$ cat config.mk
export PLATFORM = sky130hd
export DESIGN_NAME = capture_addr_seq
export DESIGN_NICKNAME = d
export VERILOG_FILES = /design/src/rtl/cas_pkg.sv /design/src/rtl/cas_cfg.sv /design/src/rtl/cas_fsm.sv /design/src/rtl/cas_addr_gen.sv /design/src/rtl/capture_addr_seq.sv
export SDC_FILE = /design/constraint.sdc
export NUM_CORES = 1
export LEC_CHECK = 0
export BUFFER_PORTS_ARGS = -buffer_cell sky130_fd_sc_hd__clkbuf_2
export CAP_MARGIN = 10
export CORE_MARGIN = 4
export CORE_UTILIZATION = 36
export CTS_BUF_LIST = sky130_fd_sc_hd__clkbuf_8
export DETAILED_ROUTE_END_ITERATION = 10
export GPL_TIMING_DRIVEN = 0
export PLACE_DENSITY = 0.53
export RECOVER_POWER = 50
export SLEW_MARGIN = 10
export SYNTH_ARGS = -nofsm -noshare
export SYNTH_HDL_FRONTEND = slang
export SYNTH_SLANG_ARGS = --single-unit
$ cat constraint.sdc
create_clock -name clk -period 6.1 [get_ports clk]
set_input_delay 0.305 -clock clk [delete_from_list [all_inputs] [get_ports clk]]
set_output_delay 0.305 -clock clk [all_outputs]
set_load 0.005 [all_outputs]
$ cat src/rtl/cas_pkg.sv
package cas_pkg;

    typedef enum logic [2:0] {
        ST_IDLE    = 3'd0,
        ST_ARMED   = 3'd1,
        ST_WAIT_HD = 3'd2,
        ST_LINE    = 3'd3,
        ST_REQ     = 3'd4
    } seq_state_t;

    typedef enum logic [1:0] {
        MODE_FULL   = 2'd0,
        MODE_SPLIT2 = 2'd1,
        MODE_SPLIT4 = 2'd2,
        MODE_RSVD   = 2'd3
    } cap_mode_t;

endpackage

$ cat src/rtl/cas_cfg.sv
module cas_cfg
    import cas_pkg::*;
#(
    parameter int AW         = 16,
    parameter int LINE_WORDS = 4,
    parameter int CW         = $clog2(LINE_WORDS + 1)
) (
    input  logic          clk,
    input  logic          rst_n,
    input  logic          load,
    input  logic [1:0]    cfg_mode,
    input  logic [AW-1:0] cfg_shift,
    input  logic [AW-1:0] cfg_base,
    output logic [AW-1:0] start_addr,
    output logic [AW-1:0] stride,
    output logic [CW-1:0] words_per_line,
    output logic          skip_odd
);
    localparam logic [AW-1:0] ONE_LINE  = AW'(LINE_WORDS);
    localparam logic [AW-1:0] TWO_LINES = AW'(2 * LINE_WORDS);
    localparam logic [CW-1:0] FULL_CNT  = CW'(LINE_WORDS);
    localparam logic [CW-1:0] HALF_CNT  = CW'(LINE_WORDS / 2);

    cap_mode_t     mode_q;
    logic [AW-1:0] shift_q;
    logic [AW-1:0] base_q;

    always_ff @(posedge clk or negedge rst_n) begin
        if (!rst_n) begin
            mode_q  <= MODE_FULL;
            shift_q <= '0;
            base_q  <= '0;
        end else if (load) begin
            mode_q  <= cap_mode_t'(cfg_mode);
            shift_q <= cfg_shift;
            base_q  <= cfg_base;
        end
    end

    always_comb begin
        unique case (mode_q)
            MODE_SPLIT2: begin
                start_addr     = base_q + shift_q;
                stride         = TWO_LINES;
                words_per_line = FULL_CNT;
                skip_odd       = 1'b0;
            end
            MODE_SPLIT4: begin
                start_addr     = base_q + shift_q;
                stride         = TWO_LINES;
                words_per_line = HALF_CNT;
                skip_odd       = 1'b1;
            end
            default: begin
                start_addr     = base_q;
                stride         = ONE_LINE;
                words_per_line = FULL_CNT;
                skip_odd       = 1'b0;
            end
        endcase
    end

endmodule

$ cat src/rtl/cas_fsm.sv
module cas_fsm
    import cas_pkg::*;
(
    input  logic clk,
    input  logic rst_n,
    input  logic arm,
    input  logic vd,
    input  logic hd,
    input  logic word_valid,
    input  logic word_keep,
    input  logic wr_ack,
    output logic cfg_load,
    output logic frame_start,
    output logic line_start,
    output logic word_accept,
    output logic word_take,
    output logic wr_req,
    output logic done
);
    seq_state_t state_q, state_d;
    logic       cap_end;

    always_ff @(posedge clk or negedge rst_n) begin
        if (!rst_n) state_q <= ST_IDLE;
        else        state_q <= state_d;
    end

    always_comb begin
        state_d = state_q;
        unique case (state_q)
            ST_IDLE:    if (arm) state_d = ST_ARMED;
            ST_ARMED:   if (vd)  state_d = ST_WAIT_HD;
            ST_WAIT_HD: begin
                if (vd)      state_d = ST_IDLE;
                else if (hd) state_d = ST_LINE;
            end
            ST_LINE: begin
                if (vd)                          state_d = ST_IDLE;
                else if (hd)                     state_d = ST_LINE;
                else if (word_valid && word_keep) state_d = ST_REQ;
            end
            ST_REQ:     if (wr_ack) state_d = ST_LINE;
            default:    state_d = ST_IDLE;
        endcase
    end

    always_comb begin
        cfg_load    = (state_q == ST_IDLE) && arm;
        frame_start = (state_q == ST_ARMED) && vd;
        cap_end     = ((state_q == ST_WAIT_HD) || (state_q == ST_LINE)) && vd;
        line_start  = ((state_q == ST_WAIT_HD) || (state_q == ST_LINE)) && !vd && hd;
        word_take   = (state_q == ST_LINE) && !vd && !hd && word_valid;
        word_accept = word_take;
        wr_req      = (state_q == ST_REQ);
    end

    always_ff @(posedge clk or negedge rst_n) begin
        if (!rst_n)        done <= 1'b0;
        else if (cfg_load) done <= 1'b0;
        else if (cap_end)  done <= 1'b1;
    end

    assert_req_hold_R7: assert property (@(posedge clk) disable iff (!rst_n)
        (wr_req && !wr_ack) |=> wr_req);
    assert_no_take_in_req_R7: assert property (@(posedge clk) disable iff (!rst_n)
        wr_req |-> !word_take);
    assert_done_after_vd_R8: assert property (@(posedge clk) disable iff (!rst_n)
        $rose(done) |-> $past(vd));
    assert_armed_quiet_R2: assert property (@(posedge clk) disable iff (!rst_n)
        (state_q == ST_ARMED) |-> (!word_take && !wr_req));
    assert_wait_hd_quiet_R10: assert property (@(posedge clk) disable iff (!rst_n)
        (state_q == ST_WAIT_HD) |-> !word_take);

endmodule

$ cat src/rtl/cas_addr_gen.sv
module cas_addr_gen #(
    parameter int AW         = 16,
    parameter int LINE_WORDS = 4,
    parameter int CW         = $clog2(LINE_WORDS + 1)
) (
    input  logic          clk,
    input  logic          rst_n,
    input  logic          frame_start,
    input  logic          line_start,
    input  logic          word_accept,
    input  logic [AW-1:0] start_addr,
    input  logic [AW-1:0] stride,
    input  logic [CW-1:0] words_per_line,
    input  logic          skip_odd,
    input  logic          wr_req,
    input  logic          wr_ack,
    output logic          word_keep,
    output logic [AW-1:0] wr_addr
);
    logic [AW-1:0] next_line;
    logic [AW-1:0] line_addr;
    logic [CW-1:0] word_cnt;
    logic          line_odd;
    logic          line_kept;
    logic          this_kept;

    assign this_kept = !(skip_odd && line_odd);
    assign word_keep = line_kept && (word_cnt < words_per_line);

    always_ff @(posedge clk or negedge rst_n) begin
        if (!rst_n) begin
            next_line <= '0;
            line_addr <= '0;
            word_cnt  <= '0;
            line_odd  <= 1'b0;
            line_kept <= 1'b0;
            wr_addr   <= '0;
        end else if (frame_start) begin
            next_line <= start_addr;
            word_cnt  <= '0;
            line_odd  <= 1'b0;
            line_kept <= 1'b0;
        end else if (line_start) begin
            line_kept <= this_kept;
            line_odd  <= ~line_odd;
            word_cnt  <= '0;
            if (this_kept) begin
                line_addr <= next_line;
                next_line <= next_line + stride;
            end
        end else if (word_accept && word_keep) begin
            wr_addr  <= line_addr + AW'(word_cnt);
            word_cnt <= word_cnt + 1'b1;
        end
    end

    assert_addr_stable_R7: assert property (@(posedge clk) disable iff (!rst_n)
        (wr_req && !wr_ack) |=> $stable(wr_addr));

endmodule

$ cat src/rtl/capture_addr_seq.sv
module capture_addr_seq #(
    parameter int AW         = 16,
    parameter int LINE_WORDS = 4
) (
    input  logic          clk,
    input  logic          rst_n,
    input  logic          arm,
    input  logic [1:0]    cfg_mode,
    input  logic [AW-1:0] cfg_shift,
    input  logic [AW-1:0] cfg_base,
    input  logic          vd,
    input  logic          hd,
    input  logic          word_valid,
    output logic          word_take,
    output logic          wr_req,
    output logic [AW-1:0] wr_addr,
    input  logic          wr_ack,
    output logic          done
);
    localparam int CW = $clog2(LINE_WORDS + 1);

    logic          cfg_load, frame_start, line_start, word_accept, word_keep, skip_odd;
    logic [AW-1:0] start_addr, stride;
    logic [CW-1:0] words_per_line;

    cas_cfg #(.AW(AW), .LINE_WORDS(LINE_WORDS), .CW(CW)) u_cfg (
        .clk(clk), .rst_n(rst_n), .load(cfg_load),
        .cfg_mode(cfg_mode), .cfg_shift(cfg_shift), .cfg_base(cfg_base),
        .start_addr(start_addr), .stride(stride),
        .words_per_line(words_per_line), .skip_odd(skip_odd)
    );

    cas_fsm u_fsm (
        .clk(clk), .rst_n(rst_n), .arm(arm), .vd(vd), .hd(hd),
        .word_valid(word_valid), .word_keep(word_keep), .wr_ack(wr_ack),
        .cfg_load(cfg_load), .frame_start(frame_start), .line_start(line_start),
        .word_accept(word_accept), .word_take(word_take), .wr_req(wr_req),
        .done(done)
    );

    cas_addr_gen #(.AW(AW), .LINE_WORDS(LINE_WORDS), .CW(CW)) u_addr (
        .clk(clk), .rst_n(rst_n), .frame_start(frame_start),
        .line_start(line_start), .word_accept(word_accept),
        .start_addr(start_addr), .stride(stride),
        .words_per_line(words_per_line), .skip_odd(skip_odd),
        .wr_req(wr_req), .wr_ack(wr_ack),
        .word_keep(word_keep), .wr_addr(wr_addr)
    );

endmodule

==> results of run 1 <==
## flip-flops by register name (all words and copies together) (netlist names), 2 cells and up
register	flops
u_addr.next_line	16
u_addr.line_addr	16
u_cfg.mode_q	2
u_addr.word_cnt	3
u_addr.wr_addr	16
u_cfg.base_q	16
u_cfg.shift_q	16
u_fsm.state_q	3
## stage by stage
| step | total power, mW | std cells | area (um2) | utilization |
|---|---|---|---|---|
| 2_1_floorplan | 2.36 | 516 | 5010 | - |
| 3_3_place_gp | 2.72 | 751 | 5530 | 0.411 |
| 3_5_place_dp | 2.78 | 752 | 5560 | 0.413 |
| 4_1_cts | 3.15 | 765 | 5720 | 0.425 |
| 5_1_grt | 3.44 | 765 | 5710 | 0.424 |
| 6_report | 3.11 | 765 | 5710 | 0.424 |
## power by group through the flow
stage	Sequential, mW	Combinational, mW	Clock (mW)
after global routing	1.15	1.89	0.395
final	1.10	1.65	0.360
after detailed placement	1.12	1.66	0
after floorplan	1.06	1.30	0
after global placement	1.11	1.61	0
after CTS	1.11	1.67	0.377
## logic make-up after synthesis
| logic type | synth area share |
|---|---|
| AND/OR/NAND/NOR | 0.155 |
| AO/OA/AOI/OAI | 0.137 |
| flip-flops | 0.455 |
| multiplexers | 0.0867 |
| XOR/XNOR | 0.0647 |
| buffers and inverters | 0.0325 |
| adder cells (fa/ha/maj) | 0.0694 |
## routing by layer
layer | global-route usage | vias up
met2 | 0.238 | 64
met3 | 0.0284 | 13
li1 | - | 1937
met1 | 0.194 | 1746
met5 | 0 | -
met4 | 0.0593 | 0
## worst min-delay path by stage
stage	start	endpoint	slack (ps)	cells after the start
finish	wr_ack	u_fsm.state_q[2]	120	2
global route	wr_ack	u_fsm.state_q[2]	120	2
CTS	wr_ack	u_fsm.state_q[2]	90	2
detailed placement	rst_n	u_addr.wr_addr[0]	360	1
global placement	u_addr.wr_addr[15]	u_addr.wr_addr[15]	460	2
floorplan	rst_n	u_addr.line_addr[0]	9	0
## area by class of cell
cell class,instances,area (um2),area share
multi-input combinational,389,2570,0.450
sequential,91,2280,0.399
timing repair buffer,61,323,0.0566
tap,176,220,0.0386
clock buffer,11,151,0.0265
buffer,21,106,0.0186
inverter,15,56.3,0.00986
clock inverter,1,3.75,0.000658
## synth_stat cells, drive strengths merged (2+ instances only)
library cell  count
a21o              8
clkbuf           14
nor4              2
fa                3
dfrtp            91
nand4b            2
mux2i             4
nand4             2
nor2             33
xnor2            20
and2              2
a31oi             6
nand2           101
inv              15
buf               7
nor2b             5
xor2             17
or3               2
nor3b             2
o22ai             2
o21a              2
mux2             35
and3              5
o2111ai           2
a21boi            2
a211oi            6
nor3              3
o211ai            4
ha               23
a21oi            22
a221oi            2
o21ai            40
o21bai            3
nand3            17
## worst max-delay path, delay by kind of cell, from the launching register on
kind	cells	cell delay [ps]
xor gates and xnor gates	1	110
AOI/OAI and AO/OA	7	1610
adders and majority gates	2	640
DFF	1	420
## what timing repair did
action                                 in CTS  in global routing
buffers inserted                            0                  0
gates resized for setup                     0                  0
hold buffers                                1                  0
endpoints found under the hold margin      38                  0
==> impl_metrics.env, run 1 <==
export IMPL_routed_via_density=4.92
export IMPL_rr_endpoint="u_addr.next_line[14]"
export IMPL_syn_instance_count=516
export IMPL_slew_violations=39
export IMPL_cts_tree="built"
export IMPL_ys_ff_latch=91
export IMPL_synth_distinct_cells=54
export IMPL_grt_overflow=0
export IMPL_met3_length_um=414
export IMPL_die_w_um=126
export IMPL_path_clk_slew_ps=90
export IMPL_cpMaxStageDelayCell="dfrtp_1"
export IMPL_synth_top_cell_area_share=0.455
export IMPL_drt_total_wl_um=10700
export IMPL_p_switching_mw=1.31
export IMPL_ys_top_cells_by_area="dfrtp_1 (45%), mux2_2 (7.9%), nand2_1 (7.5%), ha_1 (5.7%), o21ai_0 (4.0%)"
export IMPL_syn_nets=583
export IMPL_timing_hold_violations_final=0
export IMPL_setup_viol=0
export IMPL_max_freq_ghz=0.349
export IMPL_p_clk_frac=0.116
export IMPL_async_reset_ff_frac=1.00
export IMPL_intPower_mw=1.81
export IMPL_synth_area_per_cell_um2=9.71
export IMPL_power_density_mw_per_mm2=546
export IMPL_crit_arrival_ps=3170
export IMPL_cts_buffers_inserted=9
export IMPL_tightestPinTransition_ps=2240
export IMPL_power_frac_seq=0.355
export IMPL_worstRegToRegCells=10
export IMPL_vias=3760
export IMPL_ys_seq_area_frac=0.455
export IMPL_swShare=0.420
export IMPL_clock_path_buffers=2
export IMPL_regToRegStartpoint="u_cfg.base_q[0]"
export IMPL_antenna_found_initial=0
export IMPL_whs_ps=117
export IMPL_post_place_ws_ps=3240
export IMPL_start_util=0.372
export IMPL_leakagePower_nw=2.57
export IMPL_antenna_left=0
export IMPL_ys_warn_count=0
export IMPL_drc=0
export IMPL_drtIter0Drc=218
export IMPL_outcome="finished, violations left"
export IMPL_drt_met1_wl_um=5210
export IMPL_insertion_delay_ps=380
export IMPL_synth_top_area_cell="dfrtp_1"
export IMPL_maxSlewHeadroom=-0.493
export IMPL_clock_sinks=91
export IMPL_coreArea_mm2=0.0135
export IMPL_ir_worst_vdd_uv=263
export IMPL_clock_root_buffer="clkbuf_8"
export IMPL_n_antenna_cell=0
export IMPL_rsz0062_at_grt="no"
export IMPL_finClkSkew_ps=14.5
export IMPL_grt_pass1_wl_um=19100
export IMPL_slowest_delay_ps=420
export IMPL_grt_pass1_vias=3985
export IMPL_critPathMaxFanout=4
export IMPL_pwr_share_comb=0.530
export IMPL_violations="max-capacitance violations, max-slew violations"
export IMPL_setup_slack_ps=3230
export IMPL_wire_per_inst_um=14.0
export IMPL_final_cell_mix="nand2_1 (100), dfrtp_1 (91), clkbuf_2 (51)"
export IMPL_die_h_um=126
export IMPL_max_cap_violations=1
export IMPL_hpwl_um=8310
export IMPL_synth_edff_count=0
export IMPL_crit_type="reg -> reg"
export IMPL_crit_end="u_addr.next_line[14]"
export IMPL_final_common_cell="nand2_1"
export IMPL_hold_path_class="in -> reg"
export IMPL_crit_start="u_cfg.base_q[0]"
export IMPL_boundaryPins=60
export IMPL_fp_dieArea_mm2=0.0159
export IMPL_top_layer_used="met4"
export IMPL_nets=655
export IMPL_syn_to_final_growth_pct=13.9
export IMPL_period_needed_ps=2870
export IMPL_grt_start_max_net_pins=54
export IMPL_place_congestion=0.894
export IMPL_n_fill_cell=1374
export IMPL_tns_ps=0
export IMPL_drive_gt1_frac=0.195
export IMPL_io_buffers=59
export IMPL_crit_required_ps=6400
export IMPL_grt_usage=0.147
export IMPL_path_cells="ha_1 > fa_1 > a21oi_1 > o21ai_0 > a21oi_1 > o21bai_1 > a221oi_1 > xor2_1 > o21ai_0 > a21boi_1"
export IMPL_cp_end_kind="register"
export IMPL_ff2ff_setup_slack_ps=3230
export IMPL_fin_crit_sh=0.470
export IMPL_firstDrtPassIters=4
export IMPL_rows=42
export IMPL_routed_wl_met2_um=4860
export IMPL_htree_levels=3
export IMPL_ys_flop_type="dfrtp_1"
export IMPL_critPathLaunchType="register"
export IMPL_syn_area_mm2=0.00501
No activity file was read; power rests on OpenSTA's default activity.
==> run 2: changes to the inputs <==
PLACE_DENSITY = 0.55   (was 0.53)
clock period = 2.55 ns   (was 6.1 ns; I/O delays follow)
==> run 2 against run 1 <==
Routed wire length is 3.7% higher. Sequential cell count stayed put. Cell area increased by 7.1%. Clock-buffer cell count shrank 1. Sequential share of layout area is 2.7 points lower. First-iteration DRC count is 47% lower. Final cell count increased by 5.2%. Fmax increased by 19%. Global-route usage up 0.19 points. Clock power grew to 2.5 times the previous value. Register-to-register slack lost 3100 ps. Via count up 5.3%. The run now ends clean.
==> impl_metrics.env, run 2 (same netlist as run 1, synthesis figures left out) <==
export IMPL_slew_violations=0
export IMPL_p_clk_frac=0.118
export IMPL_grt_pass1_vias=4149
export IMPL_insertion_delay_ps=370
export IMPL_firstDrtPassIters=4
export IMPL_n_fill_cell=1352
export IMPL_routed_wl_met2_um=5300
export IMPL_coreArea_mm2=0.0135
export IMPL_syn_to_final_growth_pct=22.1
export IMPL_antenna_found_initial=0
export IMPL_rsz0062_at_grt="no"
export IMPL_whs_ps=126
export IMPL_power_frac_seq=0.343
export IMPL_crit_start="u_cfg.base_q[0]"
export IMPL_io_buffers=59
export IMPL_routed_via_density=4.92
export IMPL_wire_per_inst_um=13.8
export IMPL_finClkSkew_ps=9.61
export IMPL_drtIter0Drc=115
export IMPL_die_h_um=126
export IMPL_p_switching_mw=3.28
export IMPL_cts_tree="built"
export IMPL_critPathLaunchType="register"
export IMPL_start_util=0.372
export IMPL_place_congestion=0.906
export IMPL_drt_met1_wl_um=5200
export IMPL_finalPower_mw=7.73
export IMPL_regToRegStartpoint="u_cfg.base_q[0]"
export IMPL_hpwl_um=8340
export IMPL_n_antenna_cell=0
export IMPL_post_route_util=0.455
export IMPL_swShare=0.424
export IMPL_crit_required_ps=2820
export IMPL_clock_sinks=91
export IMPL_grt_pass1_wl_um=19500
export IMPL_max_cap_violations=0
export IMPL_clock_root_buffer="clkbuf_8"
export IMPL_fin_crit_sh=0.947
export IMPL_cp_end_kind="register"
export IMPL_max_freq_ghz=0.414
export IMPL_period_needed_ps=2410
export IMPL_ff2ff_setup_slack_ps=140
export IMPL_power_density_mw_per_mm2=1260
export IMPL_vias=3958
export IMPL_hold_path_class="in -> reg"
export IMPL_pwr_share_comb=0.539
export IMPL_die_w_um=126
export IMPL_setup_viol=0
export IMPL_ff_latch_area_mm2=0.00228
export IMPL_drive_gt1_frac=0.202
export IMPL_nets=691
export IMPL_boundaryPins=60
export IMPL_htree_levels=3
export IMPL_cts_buffers_inserted=9
export IMPL_timing_hold_violations_final=0
export IMPL_final_common_cell="nand2_1"
export IMPL_top_layer_used="met4"
export IMPL_drt_total_wl_um=11100
export IMPL_ir_worst_vdd_uv=584
export IMPL_leakagePower_nw=2.72
export IMPL_drc=0
export IMPL_crit_type="reg -> reg"
export IMPL_grt_start_max_net_pins=55
export IMPL_outcome="completed"
export IMPL_multi_input_area_mm2=0.00262
export IMPL_antenna_left=0
export IMPL_grt_usage=0.149
export IMPL_grt_overflow=0
export IMPL_final_cell_mix="nand2_1 (100), dfrtp_1 (91), clkbuf_2 (49)"
export IMPL_path_clk_slew_ps=100
export IMPL_tightestPinTransition_ps=1160
export IMPL_rows=42
export IMPL_crit_arrival_ps=2680
export IMPL_critPathMaxFanout=4
export IMPL_min_from="hd"
export IMPL_maxSlewHeadroom=0.225
export IMPL_fp_dieArea_mm2=0.0159
export IMPL_met3_length_um=370
export IMPL_clock_path_buffers=2
export IMPL_intPower_mw=4.45
-- run 2: layer usage --
metal  track usage  vias up
met5             0        -
met4        0.0562        0
met1         0.190     1873
met2         0.250       57
li1              -     2013
met3        0.0301       15
-- run 2: stage by stage --
stage | setup TNS, ps | cell area (um2) | instances | worst slack [ps]
detailed placement | -1630 | 5560 | 752 | -282
floorplan | 0 | 5010 | 516 | 158
finish | 0 | 6110 | 805 | 135
CTS | 0 | 6120 | 804 | 21.5
global route | 0 | 6110 | 805 | 5.13
global placement | -1210 | 5530 | 751 | -239
-- run 2: worst paths after layout --
path | endpoint | cells after the start
min reg2reg | u_addr.wr_addr[0] | 2
max reg2reg | u_addr.next_line[14] | 10
max in group asynchronous | u_addr.next_line[10] | 3
max | u_addr.next_line[14] | 10
min | u_addr.line_odd | 3
min in group asynchronous | u_addr.wr_addr[0] | 2
-- run 2: power by group through the flow --
stage | Combinational [mW] | Clock (mW) | Sequential (mW)
floorplan | 3.11 | 0 | 2.53
global placement | 3.84 | 0 | 2.66
detailed placement | 3.95 | 0 | 2.69
finish | 4.17 | 0.911 | 2.65
CTS | 4.11 | 0.946 | 2.65
global route | 4.73 | 1.01 | 2.76
-- run 2: repair_timing --
item,4_1_cts,5_1_grt
pin swaps,1,3
resized for setup,7,5
endpoints found under the hold margin,72,0
setup endpoints to repair,11,7
hold buffers,36,0
buffers inserted,1,1
cloned,0,0
-- run 2: area by class of cell --
cell class	count	share of cell area
Multi-Input combinational cell	389	0.428
Clock inverter	6	0.00675
Timing Repair Buffer	98	0.108
Inverter	15	0.00921
Buffer	20	0.0170
Tap cell	176	0.0360
Sequential cell	91	0.372
Clock buffer	10	0.0225
-- run 2: worst max-delay path, cell delays in order, from the launching register on --
cell and delay (ps):
dfrtp_1 410, ha_1 240, fa_2 370, a21oi_2 160
o21ai_1 100, a21oi_2 220, o21bai_2 140, a221oi_2 270
xor2_1 180, o21ai_1 80, a21boi_1 130
==> run 3: changes to the inputs <==
CTS_BUF_LIST = not set   (was sky130_fd_sc_hd__clkbuf_8)
==> run 3 against run 2 <==
Critical path depth did not move. Routed wire length fell by 2.4%. Non-clock buffer count fell by 23. Global-route usage fell by 0.35 points. Combinational power fell by 2%. Worst setup slack got worse by 4.0 ps. Critical endpoint unchanged. Clock skew fell by 1.5 ps. Sequential share of layout area rose by 0.84 points. Clock power rose by 37%. Critical path type unchanged. Highest routed layer unchanged. Die area did not move. Largest power group unchanged. Register-to-register slack barely moved.
==> impl_metrics.env, run 3 (same netlist as run 1, synthesis figures left out) <==
export IMPL_clock_sinks=91
export IMPL_nets=668
export IMPL_grt_usage=0.145
export IMPL_die_w_um=126
export IMPL_dpl_cell_count=752
export IMPL_crit_type="reg -> reg"
export IMPL_vias=3870
export IMPL_cts_buffers_inserted=9
export IMPL_start_util=0.372
export IMPL_outcome="completed"
export IMPL_cp_end_kind="register"
export IMPL_post_place_ws_ps=-282
export IMPL_place_congestion=0.906
export IMPL_boundaryPins=60
export IMPL_insertion_delay_ps=350
export IMPL_hold_path_class="in -> reg"
export IMPL_use_met3=0.0419
export IMPL_drc=0
export IMPL_path_cells="ha_1 > fa_2 > a21oi_2 > o21ai_1 > a21oi_2 > o21bai_2 > a221oi_2 > xor2_1 > o21ai_1 > a21boi_1"
export IMPL_gr_usage_met2=0.240
export IMPL_slew_violations=0
export IMPL_critPathBufInv=0
export IMPL_critPathLaunchType="register"
export IMPL_grt_pass1_wl_um=18900
export IMPL_antenna_left=0
export IMPL_die_h_um=126
export IMPL_leakagePower_nw=2.67
export IMPL_firstDrtPassIters=4
export IMPL_crit_arrival_ps=2650
export IMPL_coreArea_mm2=0.0135
export IMPL_power_density_mw_per_mm2=1340
export IMPL_regToRegStartpoint="u_cfg.base_q[0]"
export IMPL_period_needed_ps=2420
export IMPL_routed_via_density=4.95
export IMPL_critPathMaxFanout=4
export IMPL_timing_hold_violations_final=0
export IMPL_busiest_layer="met2"
export IMPL_drive_gt1_frac=0.208
export IMPL_final_cells=782
export IMPL_grt_start_max_net_pins=55
export IMPL_wire_per_inst_um=13.8
export IMPL_critPathTopFamily="compound AO/OA/AOI/OAI gates"
export IMPL_hold_path_end="u_cfg.shift_q[13]"
export IMPL_syn_to_final_growth_pct=19.4
export IMPL_grt_pass1_vias=4018
export IMPL_rr_endpoint="u_addr.next_line[14]"
export IMPL_path_clk_slew_ps=70
export IMPL_worstRegToRegCells=10
export IMPL_setup_viol=0
export IMPL_n_antenna_cell=0
export IMPL_ff2ff_setup_slack_ps=130
export IMPL_rsz0062_at_grt="no"
export IMPL_hold_depth=2
export IMPL_ir_worst_vdd_uv=568
export IMPL_min_from="cfg_shift[13]"
export IMPL_tightestPinTransition_ps=933
export IMPL_finClkSkew_ps=8.12
export IMPL_fp_dieArea_mm2=0.0159
export IMPL_setup_slack_ps=131
export IMPL_maxSlewHeadroom=0.378
export IMPL_cts_tree="built"
export IMPL_io_buffers=59
export IMPL_clock_root_buffer="clkbuf_16"
export IMPL_final_cell_mix="nand2_1 (100), dfrtp_1 (91), clkbuf_2 (49)"
export IMPL_final_common_cell="nand2_1"
export IMPL_max_cap_violations=0
export IMPL_hpwl_um=8340
export IMPL_cpMaxStageDelayCell="dfrtp_1"
export IMPL_grt_overflow=0
export IMPL_max_freq_ghz=0.413
export IMPL_fin_crit_sh=0.949
export IMPL_slowest_delay_ps=410
export IMPL_antenna_found_initial=0
export IMPL_post_route_util=0.444
export IMPL_drt_total_wl_um=10800
export IMPL_drtIter0Drc=152
export IMPL_rows=42
export IMPL_crit_required_ps=2780
export IMPL_globalRouteMet1Util=0.185
export IMPL_htree_levels=3
export IMPL_clock_path_buffers=2
## run 3: cell types whose count changed in the layout (fill, tap and decap cells not counted), sizes merged
cell,delta
dlygate4sd3,-22
buf,-2
clkbuf,+1
## run 3: through the flow
| stage | hold slack, ps | TNS, ps | total power [mW] | instance area [um2] |
|---|---|---|---|---|
| 2_1_floorplan | -168 | 0 | 5.64 | 5010 |
| 3_3_place_gp | 323 | -1210 | 6.50 | 5530 |
| 3_5_place_dp | 173 | -1630 | 6.64 | 5560 |
| 4_1_cts | 0.882 | 0 | 8.02 | 5990 |
| 5_1_grt | 4.68 | 0 | 8.77 | 5980 |
| 6_report | 10.2 | 0 | 7.98 | 5980 |
## run 3: area by class of cell
type,instances,area [um2]
Tap cell,176,220
Sequential cell,91,2280
Timing Repair Buffer,75,437
Fill cell,1361,7470
Clock buffer,10,239
Multi-Input combinational cell,389,2610
Clock inverter,6,41.3
Inverter,15,56.3
Buffer,20,104
## run 3: worst max-delay path by stage
stage / end / startpoint / cells after the start / slack [ps]
floorplan: u_addr.next_line[14] / u_cfg.base_q[0] / 10 / 160
global placement: u_addr.next_line[15] / u_cfg.mode_q[1] / 11 / -240
detailed placement: u_addr.next_line[15] / u_cfg.mode_q[1] / 11 / -280
CTS: u_addr.next_line[14] / u_cfg.base_q[0] / 10 / 2
global route: u_addr.next_line[15] / u_cfg.base_q[1] / 9 / 5
finish: u_addr.next_line[14] / u_cfg.base_q[0] / 10 / 130
## run 3: routing by layer
layer  up-vias  wire length [um]
li1       1975                 -
met1      1825              5090
met2        53              5110
met3        17               433
met4         0               181
met5         -                 0
## run 3: worst register-to-register path, stage by stage (launching register included)
cell      delay [ps]
dfrtp_1          410
ha_1             240
fa_2             360
a21oi_2          170
o21ai_1          110
a21oi_2          220
o21bai_2         140
a221oi_2         270
xor2_1           180
o21ai_1           80
a21boi_1         120
## run 3: what timing repair did
action	4_1_cts	5_1_grt
pin swaps	1	4
gates resized for setup	6	5
setup endpoints to repair	11	7
hold endpoints to repair	50	0
hold buffers	14	0
buffers inserted	0	1
## run 3: power breakdown
group	switching [mW]	leakage, nW	internal [mW]
registers	0.547	1.13	2.11
clock network	0.567	0.130	0.685
logic	2.15	1.41	1.93
